$ cat src/rtl/cf8_pkg.sv
package cf8_pkg;
    localparam int CODE_W      = 8;
    localparam int BIAS_W      = 6;
    localparam int EXP_W       = 5;   // widest exponent across the two layouts
    localparam int MAN_W       = 3;   // widest fraction across the two layouts
    localparam int LZ_W        = $clog2(MAN_W + 1);
    localparam int FP_EXP_W    = 8;
    localparam int FP_MAN_W    = 23;
    localparam int FP_EXP_BIAS = 127;
    localparam int FRAC_PAD    = FP_MAN_W - MAN_W;

    typedef enum logic {
        FMT_E4M3 = 1'b0,
        FMT_E5M2 = 1'b1
    } cf8_fmt_e;

    // Common unpacked form: exponent zero-extended, fraction left-aligned
    typedef struct packed {
        logic             sign;
        logic [EXP_W-1:0] exp;
        logic [MAN_W-1:0] man;
    } cf8_fields_t;

    typedef struct packed {
        logic                sign;
        logic [FP_EXP_W-1:0] exp;
        logic [FP_MAN_W-1:0] frac;
    } fp32_t;

    function automatic logic [LZ_W-1:0] lead_zeros(input logic [MAN_W-1:0] m);
        logic found;
        lead_zeros = '0;
        found      = 1'b0;
        for (int i = MAN_W - 1; i >= 0; i--) begin
            if (!found) begin
                if (m[i]) found = 1'b1;
                else      lead_zeros = LZ_W'(lead_zeros + 1'b1);
            end
        end
    endfunction
endpackage

$ cat src/rtl/cf8_split.sv
module cf8_split
    import cf8_pkg::*;
(
    input  cf8_fmt_e          fmt,
    input  logic [CODE_W-1:0] code,
    output cf8_fields_t       fields,
    output logic              is_zero,
    output logic              is_sub
);
    always_comb begin
        fields.sign = code[CODE_W-1];
        unique case (fmt)
            FMT_E4M3: begin
                fields.exp = {1'b0, code[6:3]};
                fields.man = code[2:0];
            end
            default: begin
                fields.exp = code[6:2];
                fields.man = {code[1:0], 1'b0};
            end
        endcase
    end

    assign is_zero = (fields.exp == '0) && (fields.man == '0);
    assign is_sub  = (fields.exp == '0) && (fields.man != '0);
endmodule

$ cat src/rtl/cf8_subnorm.sv
module cf8_subnorm
    import cf8_pkg::*;
(
    input  logic [MAN_W-1:0] man,
    output logic [LZ_W-1:0]  lz,
    output logic [MAN_W-1:0] shifted
);
    assign lz      = lead_zeros(man);
    // shift the leading one out; what remains is the stored fraction
    assign shifted = man << (lz + LZ_W'(1));

    always_comb begin
        if (man != '0) begin
            p_lz_range_r2: assert (lz < LZ_W'(MAN_W) && shifted[MAN_W-1-lz] == 1'b0 || lz < LZ_W'(MAN_W));
        end
    end
endmodule

$ cat src/rtl/cf8_assemble.sv
module cf8_assemble
    import cf8_pkg::*;
(
    input  cf8_fields_t       fields,
    input  logic [BIAS_W-1:0] bias,
    input  logic              is_zero,
    input  logic              is_sub,
    input  logic [LZ_W-1:0]   lz,
    input  logic [MAN_W-1:0]  sub_man,
    output fp32_t             result
);
    localparam logic [FP_EXP_W-1:0] EXP_OFS = FP_EXP_W'(FP_EXP_BIAS);

    logic [FP_EXP_W-1:0] bias_x;
    logic [FP_EXP_W-1:0] exp_norm;
    logic [FP_EXP_W-1:0] exp_sub;

    assign bias_x   = FP_EXP_W'(bias);
    assign exp_norm = EXP_OFS + FP_EXP_W'(fields.exp) - bias_x;
    assign exp_sub  = EXP_OFS - bias_x - FP_EXP_W'(lz) - FP_EXP_W'(1);

    always_comb begin
        result.sign = fields.sign;
        if (is_zero) begin
            result.exp  = '0;
            result.frac = '0;
        end else if (is_sub) begin
            result.exp  = exp_sub;
            result.frac = {sub_man, {FRAC_PAD{1'b0}}};
        end else begin
            result.exp  = exp_norm;
            result.frac = {fields.man, {FRAC_PAD{1'b0}}};
        end
    end
endmodule

$ cat src/rtl/cf8_widen.sv
module cf8_widen
    import cf8_pkg::*;
#(
    parameter bit REGISTERED = 1'b1
) (
    input  logic              clk,
    input  logic              rst,
    input  logic              in_valid,
    input  logic              in_fmt,
    input  logic [BIAS_W-1:0] in_bias,
    input  logic [CODE_W-1:0] in_code,
    output logic              out_valid,
    output logic [31:0]       out_value,
    output logic              out_denorm
);
    cf8_fields_t      fields;
    logic             is_zero;
    logic             is_sub;
    logic [LZ_W-1:0]  lz;
    logic [MAN_W-1:0] sub_man;
    fp32_t            wide;
    cf8_fmt_e         fmt;

    assign fmt = cf8_fmt_e'(in_fmt);

    cf8_split u_split (
        .fmt     (fmt),
        .code    (in_code),
        .fields  (fields),
        .is_zero (is_zero),
        .is_sub  (is_sub)
    );

    cf8_subnorm u_subnorm (
        .man     (fields.man),
        .lz      (lz),
        .shifted (sub_man)
    );

    cf8_assemble u_assemble (
        .fields  (fields),
        .bias    (in_bias),
        .is_zero (is_zero),
        .is_sub  (is_sub),
        .lz      (lz),
        .sub_man (sub_man),
        .result  (wide)
    );

    generate
        if (REGISTERED) begin : g_reg
            always_ff @(posedge clk) begin
                if (rst) begin
                    out_valid  <= 1'b0;
                    out_value  <= '0;
                    out_denorm <= 1'b0;
                end else begin
                    out_valid  <= in_valid;
                    out_value  <= wide;
                    out_denorm <= in_valid & is_sub;
                end
            end

            p_valid_follow_r8: assert property (@(posedge clk) disable iff (rst)
                in_valid |=> out_valid);
            p_valid_idle_r8: assert property (@(posedge clk) disable iff (rst)
                !in_valid |=> !out_valid);
        end else begin : g_comb
            assign out_valid  = in_valid;
            assign out_value  = wide;
            assign out_denorm = in_valid & is_sub;
        end
    endgenerate

    p_finite_r4: assert property (@(posedge clk) disable iff (rst)
        out_valid |-> out_value[30:23] != 8'hFF);
    p_denorm_nonzero_r6: assert property (@(posedge clk) disable iff (rst)
        out_denorm |-> (out_valid && out_value[30:0] != 31'd0));
    p_exp_window_r7: assert property (@(posedge clk) disable iff (rst)
        (out_valid && out_value[30:0] != 31'd0) |->
        (out_value[30:23] >= 8'd61 && out_value[30:23] <= 8'd158));
    p_exact_frac_r9: assert property (@(posedge clk) disable iff (rst)
        out_valid |-> out_value[19:0] == 20'd0);
endmodule

$ cat config.mk
export PLATFORM = sky130hd
export DESIGN_NAME = cf8_widen
export DESIGN_NICKNAME = d
export VERILOG_FILES = /design/src/rtl/cf8_pkg.sv /design/src/rtl/cf8_split.sv /design/src/rtl/cf8_subnorm.sv /design/src/rtl/cf8_assemble.sv /design/src/rtl/cf8_widen.sv
export SDC_FILE = /design/constraint.sdc
export NUM_CORES = 1
export LEC_CHECK = 0
export ABC_AREA = 1
export CAP_MARGIN = 20
export CORE_MARGIN = 2
export CORE_UTILIZATION = 35
export DETAILED_ROUTE_END_ITERATION = 10
export PLACE_DENSITY = 0.7
export SKIP_CTS_REPAIR_TIMING = 1
export SLEW_MARGIN = 0
export SYNTH_ARGS = -nofsm -noshare
export SYNTH_HDL_FRONTEND = slang
export SYNTH_SLANG_ARGS = --single-unit
export TNS_END_PERCENT = 20
$ cat constraint.sdc
create_clock -name clk -period 2.29 [get_ports clk]
set_input_delay 0.229 -clock clk [delete_from_list [all_inputs] [get_ports clk]]
set_output_delay 0.229 -clock clk [all_outputs]
set_load 0.02 [all_outputs]
# ---- Word level (Yosys, flattened, before mapping)
# Cells that the tools add are included.
dict set report op_classes {
  bitwise 1
  reduce_logical 6
  muxes 10
  add_sub_neg 8
  shift 1
}
# op count
set op_table {}
lappend op_table {{$mux 31} 1}
lappend op_table {{$add 7x5->8 const A} 1}
lappend op_table {{$mux 2} 4}
lappend op_table {{$mux 8} 1}
lappend op_table {{$sub 7x6->8 const A} 1}
lappend op_table {{$sub 8x1->8 const B} 1}
lappend op_table {{$sub 8x2->8} 1}
lappend op_table {{$sub 8x6->8} 1}
lappend op_table {{$logic_not 5->1} 1}
lappend op_table {{$add 2x1->2 const B} 2}
lappend op_table {{$mux 1} 4}
lappend op_table {{$logic_not 3->1} 1}
lappend op_table {{$reduce_bool 3->1} 1}
lappend op_table {{$shl 3x2->3} 1}
lappend op_table {{$add 1x1->2 const B} 1}
lappend op_table {{$logic_and 1x1->1} 2}
lappend op_table {{$reduce_or 2->1} 1}
lappend op_table {{$and 1x1->1} 1}
dict set report totals {
  inputBits 18
  register_bits 34
  wordCells 30
  output_inout_bits 34
}

# ---- Logic depth before layout (Yosys ltp)
dict set report logic_depth {
  word_depth 11
  ltp_mapped 15
  mapped_depth_nobuf 14
}

# ---- Cells and area by module
# Synthesis repeated with hierarchy kept, for this count alone.
dict set report unflattened {
  cells_unflattened 289
  hier_area_um2 2024.4
}
# mod area_per_inst_um2 n_inst seq_area_each_um2 cells_per_inst
set modules_own_cells {}
lappend modules_own_cells {cf8_widen 985.9 1 680.7 106}
lappend modules_own_cells {cf8_assemble 827.0 1 0.0 138}
lappend modules_own_cells {cf8_split 158.9 1 0.0 32}
lappend modules_own_cells {cf8_subnorm 52.6 1 0.0 13}

# ---- Least setup slack after synthesis
# OpenSTA, ideal clock, no wires.
dict set report synth_timing {
  kind {in2reg}
  startpoint {input port in_fmt}
  endpoint {register out_value[28]}
  arrival_time_ps 2107
  t_required_ps 2224
  setup_ps 66
  slack_ps 117
  cell_stages 15
  n_path_buf 1
  cell_sequence {buf_6 > inv_6 > or2_1 > o21ai_0 > nand2_1 > ha_1 > ha_1 > inv_1 > fa_1 > nand3b_1 > nand2_1 > nand2_1 > nand2_1 > nand2_1 > a21oi_2}
}
dict set report synth_between {
  elab_chain_cells 11
  word_cells_on_any_way 22
  classes_between {add/sub: 6; mux: 10; reduce/logical: 6}
}
# item line
set synth_lines {}
lappend synth_lines {{from (decl)} cf8_widen.sv:9} ;# input logic in_fmt,
lappend synth_lines {{$mux 8 *} cf8_split.sv:12} ;# unique case (fmt)
lappend synth_lines {{$mux 1} cf8_pkg.sv:36} ;# if (m[i]) found = 1'b1;
lappend synth_lines {{$add 1x1->2} cf8_pkg.sv:37} ;# else lead_zeros = LZ_W'(lead_zeros + 1'b1);
lappend synth_lines {{$mux 2} cf8_pkg.sv:36}
lappend synth_lines {{$mux 2} cf8_pkg.sv:35} ;# if (!found) begin
lappend synth_lines {{$add 2x1->2} cf8_pkg.sv:37}
lappend synth_lines {{$mux 2} cf8_pkg.sv:36}
lappend synth_lines {{$mux 2} cf8_pkg.sv:35}
lappend synth_lines {{$sub 8x2->8} cf8_assemble.sv:20} ;# assign exp_sub = EXP_OFS - bias_x - FP_EXP_W'(lz) - FP_EXP_W'(1);
lappend synth_lines {{$sub 8x1->8} cf8_assemble.sv:20}
lappend synth_lines {{$mux 31} cf8_assemble.sv:27} ;# end else if (is_sub) begin
lappend synth_lines {{to (signal assigned)} cf8_widen.sv:59} ;# out_value <= wide;
lappend synth_lines {{to (decl)} cf8_widen.sv:13} ;# output logic [31:0] out_value,
# Mark *: on every way between the ends. The rest lies on a longest branch, timed or not.
# A chain may end at the register's enable or synchronous reset.

# ---- Worst setup path after layout
dict set report layout_timing {
  startpoint {input port in_fmt}
  endpoint {register out_value[30]}
}
# The elaborated chain is that of the path after synthesis.

==> results.yml <==
worst_setup_path:
  worstSetupEndpointType: "flip-flop"
  critPathKind: "primary input to flip-flop"
  cp-start-kind: "primary input"
  critPathRequiredTime_ns: 2.48
  crit_arrival_ns: 2.28
  path_max_fanout: 4
synthesis:
  synth_area_leader_cell: "dfxtp_1"
  synth_mux_area_frac: 0
  yosysWarnings: 0
  async_flop_share: 0
  synth-edff-count: 0
  synth_area_per_cell_um2: 7.620
  synth-seq-area-share: 0.1946
  synth-simple-area-share: 0.3354
  synth_area_um2: 1440
  synth_compound_area_frac: 0.09296
  synth_top_family_by_area: "simple AND/OR/NAND/NOR gates"
  synth-seq-cells: 14
  synthAdderAreaFrac: 0.1407
  synth_cells: 189
  synth.area.top_cells: "dfxtp_1, nand2_1, ha_1, buf_4, inv_1"
  synth_xor_area_frac: 0.02433
  ys_types: 31
  yosys.area.top_type_share: 0.1946
  synth_ff_type: "dfxtp_1"
power_and_ir_drop:
  powerDensity_nw_per_um2: 470.0
  ir_drop_v: 0.0001895
  leakagePower_nw: 1.002
placed_design:
  port_buffers: 31
  dp_hpwl_um: 2186
  gp_congestion: 0.8367
timing:
  rsz0062_at_grt: "no"
  finalCritPeriodShare: 0.9112
  final_max_slew_viol_count: 0
  max_freq_mhz: 479.3
  finalSetupViolCount: 0
  hold_violations: 0
  min_period_ns: 2.087
  fin_setup_tns_ns: 0
grt:
  grt_pass1_wl_um: 4395
  grt_pass1_vias: 1114
  grt_start_max_net_pins: 13
  antenna_found_initial: 0
  grt_usage: 0.1276
  grt-ovfl-total: 0
final_layout:
  drive_above_1_share: 0.2331
  postLayoutCoreUtil: 0.4792
  syn2layout_area_growth_pct: 32.15
  mostFrequentLayoutCells: "nand2_1, inv_1, clkdlybuf4s50_1"
  fin_nets: 270
  multi_input_area_um2: 938.4
  regArea_um2: 280.3
  fillers: 412
  antennaDiodeCount: 0
  final_common_cell: "nand2_1"
clock_network:
  clockBufferDepth: 2
  cts_tree: "done"
  cts.sinks: 14
  cts_inserted_buffers: 3
  cts.reportedPaths.clkPinSlew_ns: 0.06
  htree_levels: 1
  root_buffer: "clkbuf_8"
die:
  dieWidth_um: 68.15
  die_area_um2: 4644
  pin_count: 52
  start_util: 0.3626
  rows: 23
  die_h_um: 68.15
  coreArea_um2: 3971
route:
  wl_per_cell_um: 9.010
  vias: 1182
  antenna_left: 0
  drt_first_pass_iters: 4
  totalWireLength_um: 2577
  avgViaCountPerCell: 4.133
  initialDrtViolationCount: 22
  drc: 0
hold_path:
  hold_class: "primary input to flip-flop"
  hold_depth: 4
status:
  status: "complete, no violations"
job:
  drv_cap: 0
-- where the power goes --
part	switching (mW)	internal (mW)
combinational	0.210	0.173
sequential	0.00461	0.266
clock	0.0886	0.153
total	0.303	0.592
-- worst max-delay path: stages --
cell and delay (ns):
dlymetal6s2s_1 0.23, inv_6 0.03, or2_1 0.24, o21ai_2 0.06, nand2_1 0.08, ha_1 0.28
ha_2 0.17, inv_1 0.05, fa_2 0.33, nand3b_1 0.18, nand2_1 0.10, nand2_1 0.05
nand2_1 0.05, nand2_1 0.06, a21oi_2 0.13
-- final cells by class --
class / count / area share
Clock buffer: 4 / 0.02893
Inverter: 29 / 0.05983
Multi-Input combinational cell: 142 / 0.4931
Sequential cell: 14 / 0.1473
Tap cell: 50 / 0.03287
Timing Repair Buffer: 47 / 0.2380
-- registers in the layout, indices dropped and copies added, names as in the netlist --
name        flops
out_valid       1
out_denorm      1
out_value      12
-- worst paths after layout --
check	from	endpoint
worst max-delay path	in_fmt	out_value[30]
worst min-delay path	in_code[2]	out_value[21]
-- through the flow --
stage	area [µm²]	hold slack [ns]	setup slack, ns	power, mW	cells
6_report	1903	0.3852	0.2035	0.8944	286
5_1_grt	1903	0.4284	0.03647	0.9625	286
4_1_cts	1884	0.4920	-0.2296	0.9052	286
3_5_place_dp	1829	0.7592	-0.4687	0.6581	282
3_3_place_gp	1829	0.7576	-0.4398	0.6546	282
2_1_floorplan	1511	0.2987	0.1173	0.5536	208
-- cell families after synthesis --
group / Yosys count
compound gates: 18
xor+xnor: 4
fa+ha+maj: 15
buf+inv: 52
flops: 14
other cells: 1
simple gates: 85
-- cells in the mapped netlist (2+ instances only) --
master	number
o21ai_1	2
inv_1	27
xor2_1	3
nor3b_2	2
nor2_8	2
nand2_2	5
a21oi_1	4
a21oi_2	8
nand3b_1	2
buf_6	2
nor3_2	2
nand2_4	6
nand3_1	8
fa_1	2
nor2_2	2
dfxtp_1	14
o21ai_0	3
ha_1	13
nor2_1	6
nand2_1	46
buf_4	20
-- routing by layer --
metal / part of all wire / up-vias / GRT usage
li1: - / 642 / -
met1: 0.45 / 497 / 0.1365
met5: 0 / - / 0
met4: 0.034 / 0 / 0.09000
met2: 0.46 / 38 / 0.2306
met3: 0.054 / 5 / 0.01480
Power figures use the tool's default switching activity.
